### src/rtl/fdpll_pkg.sv
package fdpll_pkg;
  localparam int GAIN_W = 5;
  typedef logic [GAIN_W-1:0] gain_code_t;
  localparam gain_code_t GAIN_HOLD = '0;
endpackage

### src/rtl/fdpll_nco.sv
module fdpll_nco #(
  parameter int unsigned ACC_W = 32,
  parameter logic [ACC_W-1:0] NOM_FW = 32'h0008_8889
) (
  input  logic                    clk,
  input  logic                    rst,
  input  logic signed [ACC_W-1:0] adj,
  output logic [ACC_W-1:0]        freq_word,
  output logic                    tick
);
  logic [ACC_W-1:0] phase_acc;
  logic [ACC_W:0]   acc_sum;

  assign acc_sum = {1'b0, phase_acc} + {1'b0, freq_word};

  always_ff @(posedge clk) begin
    if (rst) begin
      phase_acc <= '0;
      tick      <= 1'b0;
      freq_word <= NOM_FW;
    end else begin
      phase_acc <= acc_sum[ACC_W-1:0];
      tick      <= acc_sum[ACC_W];
      freq_word <= NOM_FW + $unsigned(adj);
    end
  end

  // word only moves when the filter adjustment moved one cycle earlier
  p_word_tracks_adj_r3: assert property (@(posedge clk) disable iff (rst)
    $stable(adj) |=> $stable(freq_word));
endmodule

### src/rtl/fdpll_phase_det.sv
module fdpll_phase_det #(
  parameter int unsigned FRAME_TICKS = 48,
  parameter int unsigned ERR_W = 16
) (
  input  logic                    clk,
  input  logic                    rst,
  input  logic                    tick,
  input  logic                    frame_sync,
  output logic signed [ERR_W-1:0] err,
  output logic                    err_v
);
  localparam int unsigned CNT_W = (FRAME_TICKS > 2) ? $clog2(FRAME_TICKS) : 1;
  localparam int unsigned HALF  = FRAME_TICKS / 2;
  localparam logic [CNT_W-1:0] LAST = CNT_W'(FRAME_TICKS - 1);

  logic [CNT_W-1:0]        frame_cnt;
  logic [CNT_W-1:0]        cnt_step;
  logic                    aligned;
  logic signed [ERR_W-1:0] err_now;

  assign cnt_step = (frame_cnt == LAST) ? '0 : frame_cnt + 1'b1;

  always_comb begin
    if (int'(frame_cnt) < int'(HALF))
      err_now = ERR_W'(-int'(frame_cnt));
    else
      err_now = ERR_W'(int'(FRAME_TICKS) - int'(frame_cnt));
  end

  always_ff @(posedge clk) begin
    if (rst) begin
      frame_cnt <= '0;
      aligned   <= 1'b0;
      err       <= '0;
      err_v     <= 1'b0;
    end else begin
      err_v <= 1'b0;
      if (tick) frame_cnt <= cnt_step;
      if (frame_sync) begin
        if (!aligned) begin
          frame_cnt <= '0;
          aligned   <= 1'b1;
        end else begin
          err   <= err_now;
          err_v <= 1'b1;
        end
      end
    end
  end

  // aligning pulse produces no error event
  p_first_sync_quiet_r4: assert property (@(posedge clk) disable iff (rst)
    (frame_sync && !aligned) |=> !err_v);
  // counter stays inside one frame
  p_cnt_in_frame_r5: assert property (@(posedge clk) disable iff (rst)
    int'(frame_cnt) < int'(FRAME_TICKS));
endmodule

### src/rtl/fdpll_loop_filter.sv
module fdpll_loop_filter
  import fdpll_pkg::*;
#(
  parameter int unsigned ACC_W = 32,
  parameter int unsigned ERR_W = 16,
  parameter int unsigned ERR_SHL = 16
) (
  input  logic                    clk,
  input  logic                    rst,
  input  logic signed [ERR_W-1:0] err,
  input  logic                    err_v,
  input  gain_code_t              gain,
  output logic signed [ACC_W-1:0] adj
);
  localparam int unsigned SC_W  = ERR_W + ERR_SHL;
  localparam int unsigned SUM_W = ACC_W + 2;
  localparam int unsigned BIG_W = ((SC_W > SUM_W) ? SC_W : SUM_W) + 1;
  localparam logic signed [BIG_W-1:0] MAXV =
    {{(BIG_W-ACC_W+1){1'b0}}, {(ACC_W-1){1'b1}}};
  localparam logic signed [BIG_W-1:0] MINV = ~MAXV;

  function automatic logic signed [ACC_W-1:0] clamp(input logic signed [BIG_W-1:0] v);
    if (v > MAXV)      return MAXV[ACC_W-1:0];
    else if (v < MINV) return MINV[ACC_W-1:0];
    else               return v[ACC_W-1:0];
  endfunction

  logic signed [ACC_W-1:0] integ;
  logic signed [SC_W-1:0]  scaled;
  logic signed [SC_W-1:0]  shifted;
  logic [GAIN_W-1:0]       shamt;
  logic signed [ACC_W-1:0] step;
  logic signed [ACC_W-1:0] integ_nxt;
  logic signed [ACC_W-1:0] adj_nxt;

  assign scaled    = $signed({err, {ERR_SHL{1'b0}}});
  assign shamt     = gain - 1'b1;
  assign shifted   = scaled >>> shamt;
  assign step      = clamp(BIG_W'(shifted));
  assign integ_nxt = clamp(BIG_W'(integ) + BIG_W'(step));
  assign adj_nxt   = clamp(BIG_W'(integ_nxt) + BIG_W'(step));

  always_ff @(posedge clk) begin
    if (rst) begin
      integ <= '0;
      adj   <= '0;
    end else if (err_v && gain != GAIN_HOLD) begin
      integ <= integ_nxt;
      adj   <= adj_nxt;
    end
  end

  // frozen gain leaves integrator and adjustment untouched
  p_freeze_holds_r6: assert property (@(posedge clk) disable iff (rst)
    (err_v && gain == GAIN_HOLD) |=> ($stable(integ) && $stable(adj)));
  // adjustment moves only after a captured error
  p_adj_on_event_r3: assert property (@(posedge clk) disable iff (rst)
    !err_v |=> $stable(adj));
endmodule

### src/rtl/fdpll_lock_mon.sv
module fdpll_lock_mon #(
  parameter int unsigned ERR_W = 16,
  parameter int unsigned THR_W = 8,
  parameter int unsigned LOCK_FRAMES = 4
) (
  input  logic                    clk,
  input  logic                    rst,
  input  logic signed [ERR_W-1:0] err,
  input  logic                    err_v,
  input  logic [THR_W-1:0]        thr,
  output logic                    locked
);
  localparam int unsigned CMP_W = ((ERR_W > THR_W + 1) ? ERR_W : THR_W + 1) + 1;
  localparam int unsigned GD_W  = $clog2(LOCK_FRAMES + 1);
  localparam logic [GD_W-1:0] GOAL = GD_W'(LOCK_FRAMES);

  logic [CMP_W-1:0] mag;
  logic [CMP_W-1:0] lim_lo;
  logic [CMP_W-1:0] lim_hi;
  logic [GD_W-1:0]  good_run;
  logic [GD_W-1:0]  good_inc;
  logic             is_good;
  logic             is_bad;

  assign mag      = err[ERR_W-1] ? CMP_W'(-$signed({err[ERR_W-1], err}))
                                 : CMP_W'($unsigned(err));
  assign lim_lo   = CMP_W'(thr);
  assign lim_hi   = CMP_W'({thr, 1'b0});
  assign is_good  = mag < lim_lo;
  assign is_bad   = mag > lim_hi;
  assign good_inc = (good_run == GOAL) ? GOAL : good_run + 1'b1;

  always_ff @(posedge clk) begin
    if (rst) begin
      good_run <= '0;
      locked   <= 1'b0;
    end else if (err_v) begin
      if (is_bad) begin
        good_run <= '0;
        locked   <= 1'b0;
      end else if (is_good) begin
        good_run <= good_inc;
        if (good_inc == GOAL) locked <= 1'b1;
      end else begin
        good_run <= '0;
      end
    end
  end

  // lock can only appear right after a captured error
  p_lock_rise_event_r9: assert property (@(posedge clk) disable iff (rst)
    $rose(locked) |-> $past(err_v));
  // a large error always drops lock
  p_big_err_unlocks_r10: assert property (@(posedge clk) disable iff (rst)
    (err_v && is_bad) |=> !locked);
endmodule

### src/rtl/fdpll_top.sv
module fdpll_top
  import fdpll_pkg::*;
#(
  parameter int unsigned ACC_W = 32,
  parameter logic [ACC_W-1:0] NOM_FW = 32'h0008_8889,
  parameter int unsigned FRAME_TICKS = 48,
  parameter int unsigned ERR_W = 16,
  parameter int unsigned ERR_SHL = 16,
  parameter int unsigned THR_W = 8,
  parameter int unsigned LOCK_FRAMES = 4
) (
  input  logic             clk,
  input  logic             rst,
  input  logic             frame_sync,
  input  logic [4:0]       gain_code,
  input  logic [THR_W-1:0] lock_thr,
  output logic             clk_en,
  output logic [ACC_W-1:0] freq_word,
  output logic             locked,
  output logic [ERR_W-1:0] phase_err
);
  logic signed [ACC_W-1:0] adj;
  logic signed [ERR_W-1:0] err;
  logic                    err_v;

  fdpll_nco #(.ACC_W(ACC_W), .NOM_FW(NOM_FW)) u_nco (
    .clk(clk), .rst(rst), .adj(adj), .freq_word(freq_word), .tick(clk_en)
  );

  fdpll_phase_det #(.FRAME_TICKS(FRAME_TICKS), .ERR_W(ERR_W)) u_pd (
    .clk(clk), .rst(rst), .tick(clk_en), .frame_sync(frame_sync),
    .err(err), .err_v(err_v)
  );

  fdpll_loop_filter #(.ACC_W(ACC_W), .ERR_W(ERR_W), .ERR_SHL(ERR_SHL)) u_lf (
    .clk(clk), .rst(rst), .err(err), .err_v(err_v),
    .gain(gain_code_t'(gain_code)), .adj(adj)
  );

  fdpll_lock_mon #(.ERR_W(ERR_W), .THR_W(THR_W), .LOCK_FRAMES(LOCK_FRAMES)) u_lm (
    .clk(clk), .rst(rst), .err(err), .err_v(err_v), .thr(lock_thr),
    .locked(locked)
  );

  assign phase_err = err;
endmodule

### config.mk
export PLATFORM = sky130hd
export DESIGN_NAME = fdpll_top
export DESIGN_NICKNAME = d
export VERILOG_FILES = /design/src/rtl/fdpll_pkg.sv /design/src/rtl/fdpll_nco.sv /design/src/rtl/fdpll_phase_det.sv /design/src/rtl/fdpll_loop_filter.sv /design/src/rtl/fdpll_lock_mon.sv /design/src/rtl/fdpll_top.sv
export SDC_FILE = /design/constraint.sdc
export NUM_CORES = 1
export LEC_CHECK = 0
export BUFFER_PORTS_ARGS = -buffer_cell sky130_fd_sc_hd__buf_2
export CORE_MARGIN = 3
export CORE_UTILIZATION = 68
export DETAILED_ROUTE_END_ITERATION = 7
export PLACE_DENSITY = 0.94
export SYNTH_ARGS = -nofsm -noshare
export SYNTH_HDL_FRONTEND = slang
export SYNTH_SLANG_ARGS = --single-unit
### constraint.sdc
create_clock -name clk -period 18.6 [get_ports clk]
set_input_delay 1.86 -clock clk [delete_from_list [all_inputs] [get_ports clk]]
set_output_delay 1.86 -clock clk [all_outputs]
set_load 0.02 [all_outputs]
Word level (Yosys, flattened, before mapping) --
Cells that the tools add are included.
Storage, ports and cells: register bits 157, input port bits 16
Cells by class: add/sub/neg operators 10, magnitude comparators 9, equal/unequal tests 3, shift operators 1, multiplexer cells 19, bitwise operators 1, reductions and logical operators 7
Operators by type and width (count):
- 32-bit two-way mux | 6
- 32-bit by 32-bit adder with 33-bit output | 3
- 35-bit by 32-bit > comparator with 1-bit output (second input constant) | 2
- 35-bit by 32-bit < comparator with 1-bit output (second input constant) | 2
- 20-bit by 32-bit adder with 32-bit output (first input constant) | 1
- 32-bit > comparator (second input constant) | 1
- 32-bit < comparator (second input constant) | 1
- 32-bit by 5-bit >>> shifter with 32-bit output | 1
- 6-bit two-way mux | 4
- 17-bit by 9-bit > comparator with 1-bit output | 1
- 17-bit by 8-bit < comparator with 1-bit output | 1
- 17-bit two-way mux | 1
- 16-bit negator with 17-bit output | 1
- 16-bit two-way mux | 1
- 6-bit negator with 16-bit output | 1
- 3-bit two-way mux | 3
- 6-bit by 6-bit subtractor with 7-bit output (first input constant) | 1
- 6-bit by 1-bit adder with 6-bit output (second input constant) | 1
- 3-bit equality test (second input constant) | 2
- 6-bit equality test (second input constant) | 1
- 6-bit by 5-bit < comparator with 1-bit output (second input constant) | 1
- 5-bit nonzero test | 1
- 5-bit by 1-bit subtractor with 5-bit output (second input constant) | 1
- 1-bit two-way mux | 4
- 7 further kinds | 8

Longest topological paths before layout --
word-level depth 13, mapped depth 38, depth with buffers taken out 34

Cells and area by module --
From an unflattened synthesis, not the netlist that was laid out.
Second synthesis, totals: cells, all modules 1758, area total of the unflattened synthesis 13625.6 sq um
By module, submodules not included:
- fdpll_loop_filter | instances 1, cells an instance 1021, area each 7614.8 sq um, seq. area each 1281.2 sq um
- fdpll_nco | instances 1, cells an instance 495, area each 4112.7 sq um, seq. area each 1301.2 sq um
- fdpll_lock_mon | instances 1, cells an instance 131, area each 970.9 sq um, seq. area each 80.1 sq um
- fdpll_phase_det | instances 1, cells an instance 111, area each 927.1 sq um, seq. area each 380.4 sq um

Worst setup path before layout --
No wires, ideal clock.
path type input port to flip-flop, start point input port gain_code[0], end point register u_lf.adj[10], arrival 8844 ps, data required time 18526 ps, slack 9682 ps, stages 36, buffers on the path 7, path through clkbuf_1 inv_1 ha_1 clkbuf_1 clkbuf_1 mux2i_1 nor2_1 a21oi_1 o21ai_0 nor2_1 ha_1 fa_1 a211oi_1 nor4_1 nor2_1 a21oi_1 o21ai_1 a21oi_1 o31ai_1 mux2_2 buf_4 buf_2 nand2_1 ha_1 buf_2 nand4_2 or2_1 or4_1 o32a_1 a21oi_2 o22ai_1 or3b_4 o311ai_4 buf_6 a21oi_2 nor3_2
Between the ends: cells in the longest elaborated chain, start to end 13, elaborated cells on any way between the ends 18, classes of those cells add/sub (3); order compare (6); shift (1); mux (6); reduce/logical (2)
Ends and longest elaborated chain:
- start, declared | RTL line fdpll_top.sv:15 | input logic [4:0] gain_code,
- 5-bit by 1-bit subtractor with 5-bit output (*) | RTL line fdpll_loop_filter.sv:37 | assign shamt = gain - 1'b1;
- 32-bit by 5-bit >>> shifter with 32-bit output (*) | RTL line fdpll_loop_filter.sv:38 | assign shifted = scaled >>> shamt;
- 32-bit < comparator | RTL line fdpll_loop_filter.sv:24 | else if (v < MINV) return MINV[ACC_W-1:0];
- 32-bit two-way mux | RTL line fdpll_loop_filter.sv:24
- 32-bit two-way mux (*) | RTL line fdpll_loop_filter.sv:23 | if (v > MAXV) return MAXV[ACC_W-1:0];
- 32-bit by 32-bit adder with 33-bit output (*) | RTL line fdpll_loop_filter.sv:40 | assign integ_nxt = clamp(BIG_W'(integ) + BIG_W'(step));
- 35-bit by 32-bit < comparator with 1-bit output | RTL line fdpll_loop_filter.sv:24
- 32-bit two-way mux | RTL line fdpll_loop_filter.sv:24
- 32-bit two-way mux (*) | RTL line fdpll_loop_filter.sv:23
- net u_lf.integ_nxt[23] | RTL line fdpll_loop_filter.sv:33 | logic signed [ACC_W-1:0] integ_nxt;
- 32-bit by 32-bit adder with 33-bit output (*) | RTL line fdpll_loop_filter.sv:41 | assign adj_nxt = clamp(BIG_W'(integ_nxt) + BIG_W'(step));
- 35-bit by 32-bit < comparator with 1-bit output | RTL line fdpll_loop_filter.sv:24
- 32-bit two-way mux | RTL line fdpll_loop_filter.sv:24
- 32-bit two-way mux (*) | RTL line fdpll_loop_filter.sv:23
- end signal, assigned | RTL line fdpll_loop_filter.sv:49 | adj <= adj_nxt;
- end, declared | RTL line fdpll_loop_filter.sv:13 | output logic signed [ACC_W-1:0] adj
The timed path passes the listed nets; every way through them passes the cells marked *. A chain may end at the register's enable or synchronous reset.

Worst setup path after layout --
start point input port gain_code[0], end point register u_lf.adj[28]
The elaborated chain is that of the path after synthesis.

==> impl_metrics.env <==
export IMPL_synthMostInstantiatedCell="nor2_1"
export IMPL_die_y_um=142
export IMPL_finalSetupViolCount=0
export IMPL_slowest_stage="xnor2_1"
export IMPL_ys_top_cells_by_count="209 x nor2_1, 152 x dfxtp_1, 151 x nand2_1"
export IMPL_cts_setup_buffers=0
export IMPL_clock_latency_ns=0.45
export IMPL_tns_ns=0
export IMPL_ios=66
export IMPL_synth_edf_count=0
export IMPL_postCtsResizedCells=0
export IMPL_cts_root_buf="clkbuf_16"
export IMPL_synth_top_area_share_pct=24.3
export IMPL_status="finished, final reports clean"
export IMPL_nNetsFinal=1772
export IMPL_cpPeakStageDelay_ns=0.82
export IMPL_place_ws_ns=7.73
export IMPL_grt_pass1_vias=11483
export IMPL_period_needed_ns=10.81
export IMPL_synth_seq_cells=152
export IMPL_final_antenna_net_count=0
export IMPL_clock_path_buffers=2
export IMPL_area_delta_synth_final_pct=7.70
export IMPL_antenna_cells=0
export IMPL_crit_path_end_kind="flop"
export IMPL_grt_antenna_before_repair=0
export IMPL_synth_nets=1757
export IMPL_syn_cell_area_sq_mm=0.0125
export IMPL_rrSetupSlack_ns=9.72
export IMPL_p_leak_nw=6.15
export IMPL_cts_hold_buf=0
export IMPL_syn_inst=1617
export IMPL_yosysWarnings=0
export IMPL_fillerInstances=1221
export IMPL_path_common_cell="a21oi_1"
export IMPL_syn_area_per_cell_sq_um=7.74
export IMPL_numCtsBuffers=17
export IMPL_path_buf_inv=2
export IMPL_core_area_sq_mm=0.0177
export IMPL_cts_tree="done"
export IMPL_hold_viol_final=0
export IMPL_powerDensity_mw_per_mm2=74.8
export IMPL_tightest_slew_ns=1.04
export IMPL_worstSetupPathType="primary input to flop"
export IMPL_cts_max_level=4
export IMPL_start_util_pct=70.9
export IMPL_drc=0
export IMPL_synth_area_top_cells="dfxtp_1 24%, ha_1 12%, nor2_1 6.3%, a21oi_1 5.8%, xnor2_1 4.5%"
export IMPL_ys_seq_area_share_pct=24.3
export IMPL_min_period_over_period_pct=58.1
export IMPL_drtIter0Drc=1335
export IMPL_drive_gt1_share_pct=11.2
export IMPL_synth_cell_types=79
export IMPL_wl_per_cell_um=18.2
export IMPL_synth_ff_type="dfxtp_1"
export IMPL_place_congestion=0.990
export IMPL_hold_path_end="u_nco.freq_word[0]"
export IMPL_ys_async_sr_fraction_pct=0
export IMPL_drv_cap=0
export IMPL_min_delay_path_depth=1
export IMPL_cp_data_arrival_time_ns=11.18
export IMPL_fmax_ghz=0.0925
export IMPL_clkTransAtPathRegs_ns=0.07
export IMPL_hp_class="flop to flop"
export IMPL_grt_usage_pct=33.7
export IMPL_die_area_sq_mm=0.0201
export IMPL_rows=48
export IMPL_rr_endpoint="u_lf.adj[28]"
export IMPL_drv_slew=0
export IMPL_die_w_um=142
export IMPL_via_per_inst=6.56
export IMPL_finClkSkew_ns=0.0115
export IMPL_grt_start_max_net_pins=91
export IMPL_dr_pass1_iters=7
export IMPL_critPathLaunchType="primary input"
export IMPL_crit_family="compound AO/OA/AOI/OAI gates"
export IMPL_rsz0062_at_grt="false"
export IMPL_critical_path_required_ns=18.97
export IMPL_yosysTopAreaCell="dfxtp_1"
export IMPL_hpwl_mm=24.2
export IMPL_grt_pass1_wl_mm=56.1
export IMPL_clkSinkCount=152
export IMPL_min_from="u_lf.adj[0]"
export IMPL_wl_mm=34.0
export IMPL_r2r_start="u_pd.err[11]"
export IMPL_port_buffers=65
export IMPL_r2r_worst_path_cells=28
export IMPL_crit_fanout=31
export IMPL_grt_overflow_total=0
export IMPL_vias=12272
export IMPL_slew_limit_headroom_pct=30.9
export IMPL_worst_slack_ns=7.79
export IMPL_ir_worst_vdd_uv=73.6
-- sequential cells by signal (all words and copies together) (netlist names) --
| signal | flops |
|---|---|
| u_lf.adj | 32 |
| u_lf.integ | 32 |
| u_lm.good_run | 3 |
| u_lm.locked | 1 |
| u_nco.freq_word | 32 |
| u_nco.phase_acc | 32 |
| u_nco.tick | 1 |
| u_pd.aligned | 1 |
| u_pd.err | 11 |
| u_pd.err_v | 1 |
| u_pd.frame_cnt | 6 |
-- worst reg2reg max path: cells and delay by family (launching register included) --
family	cells	cell delay, ns
AO/OA/AOI/OAI	15	4.98
buffers and inverters	2	0.55
multiplexers	2	0.95
flip-flops	1	0.33
adder cells (fa/ha/maj)	2	0.54
AND/OR/NAND/NOR	7	1.48
-- routing by layer --
layer / track usage [%] / share of wire (%) / up-vias
met1: 43.9 / 42 / 5667
met3: 4.99 / 8.1 / 111
met2: 54.6 / 46 / 656
met4: 16.4 / 4.6 / 0
met5: 0 / 0 / -
li1: - / - / 5838
-- kinds of logic after synthesis --
logic type	share of synthesized area, %
buf+inv	4.59
flops	24.3
xor+xnor	8.12
simple gates	21.3
mux	2.07
fa+ha+maj	12.6
compound gates	27.0
-- power breakdown --
part | switching (W) | total (W) | leakage, nW | internal, W
logic | 0.000186 | 0.000294 | 4.63 | 0.000109
clock network | 0.000176 | 0.000358 | 0.288 | 0.000182
registers | 0.0000125 | 0.000356 | 1.24 | 0.000344
total | 0.000374 | 0.00101 | 6.15 | 0.000634
-- metrics by stage --
step,hold WS [ns],util (%),cells,total power (W),area (sq um)
after detailed placement,0.447,72.9,1838,0.000642,12900
after global placement,0.433,72.9,1838,0.000632,12900
final,0.461,76.3,1870,0.00101,13500
after CTS,0.460,76.3,1870,0.000998,13500
after global routing,0.475,76.3,1870,0.00105,13500
after floorplan,0.413,-,1617,0.000582,12500
-- cell usage in the layout, fill, tap and decap left out, types with 13 or more instances in the layout --
cell type / count
nor2_1: 208
dfxtp_1: 152
nand2_1: 151
a21oi_1: 146
ha_1: 121
o21ai_0: 82
xnor2_1: 65
buf_2: 64
inv_1: 56
xor2_1: 51
a21o_1: 50
a211oi_1: 43
nor3_2: 30
nand3_1: 29
o21a_1: 27
nand2b_1: 25
nor3_1: 24
a21oi_2: 19
nor2b_1: 18
mux2i_1: 18
clkbuf_16: 17
o21ai_1: 16
o21bai_1: 13
-- layout make-up --
cell class	instances	area [sq um]	share of cell area, %
Clock inverter	15	184	1.36
Sequential cell	152	3040	22.6
Inverter	56	210	1.56
Clock buffer	17	425	3.16
Timing Repair Buffer	76	410	3.04
Multi-Input combinational cell	1329	8920	66.2
Tap cell	225	282	2.09
-- how the worst max path moves through the flow --
| stage | endpoint | start | cells past startpoint |
|---|---|---|---|
| after floorplan | u_lf.adj[10] | gain_code[0] | 36 |
| after global routing | u_lf.adj[28] | gain_code[0] | 31 |
| after global placement | u_lf.adj[2] | gain_code[0] | 29 |
| final | u_lf.adj[28] | gain_code[0] | 31 |
| after CTS | u_lf.adj[28] | gain_code[0] | 31 |
| after detailed placement | u_lf.adj[19] | gain_code[0] | 31 |
Power figures use the tool's default switching activity.
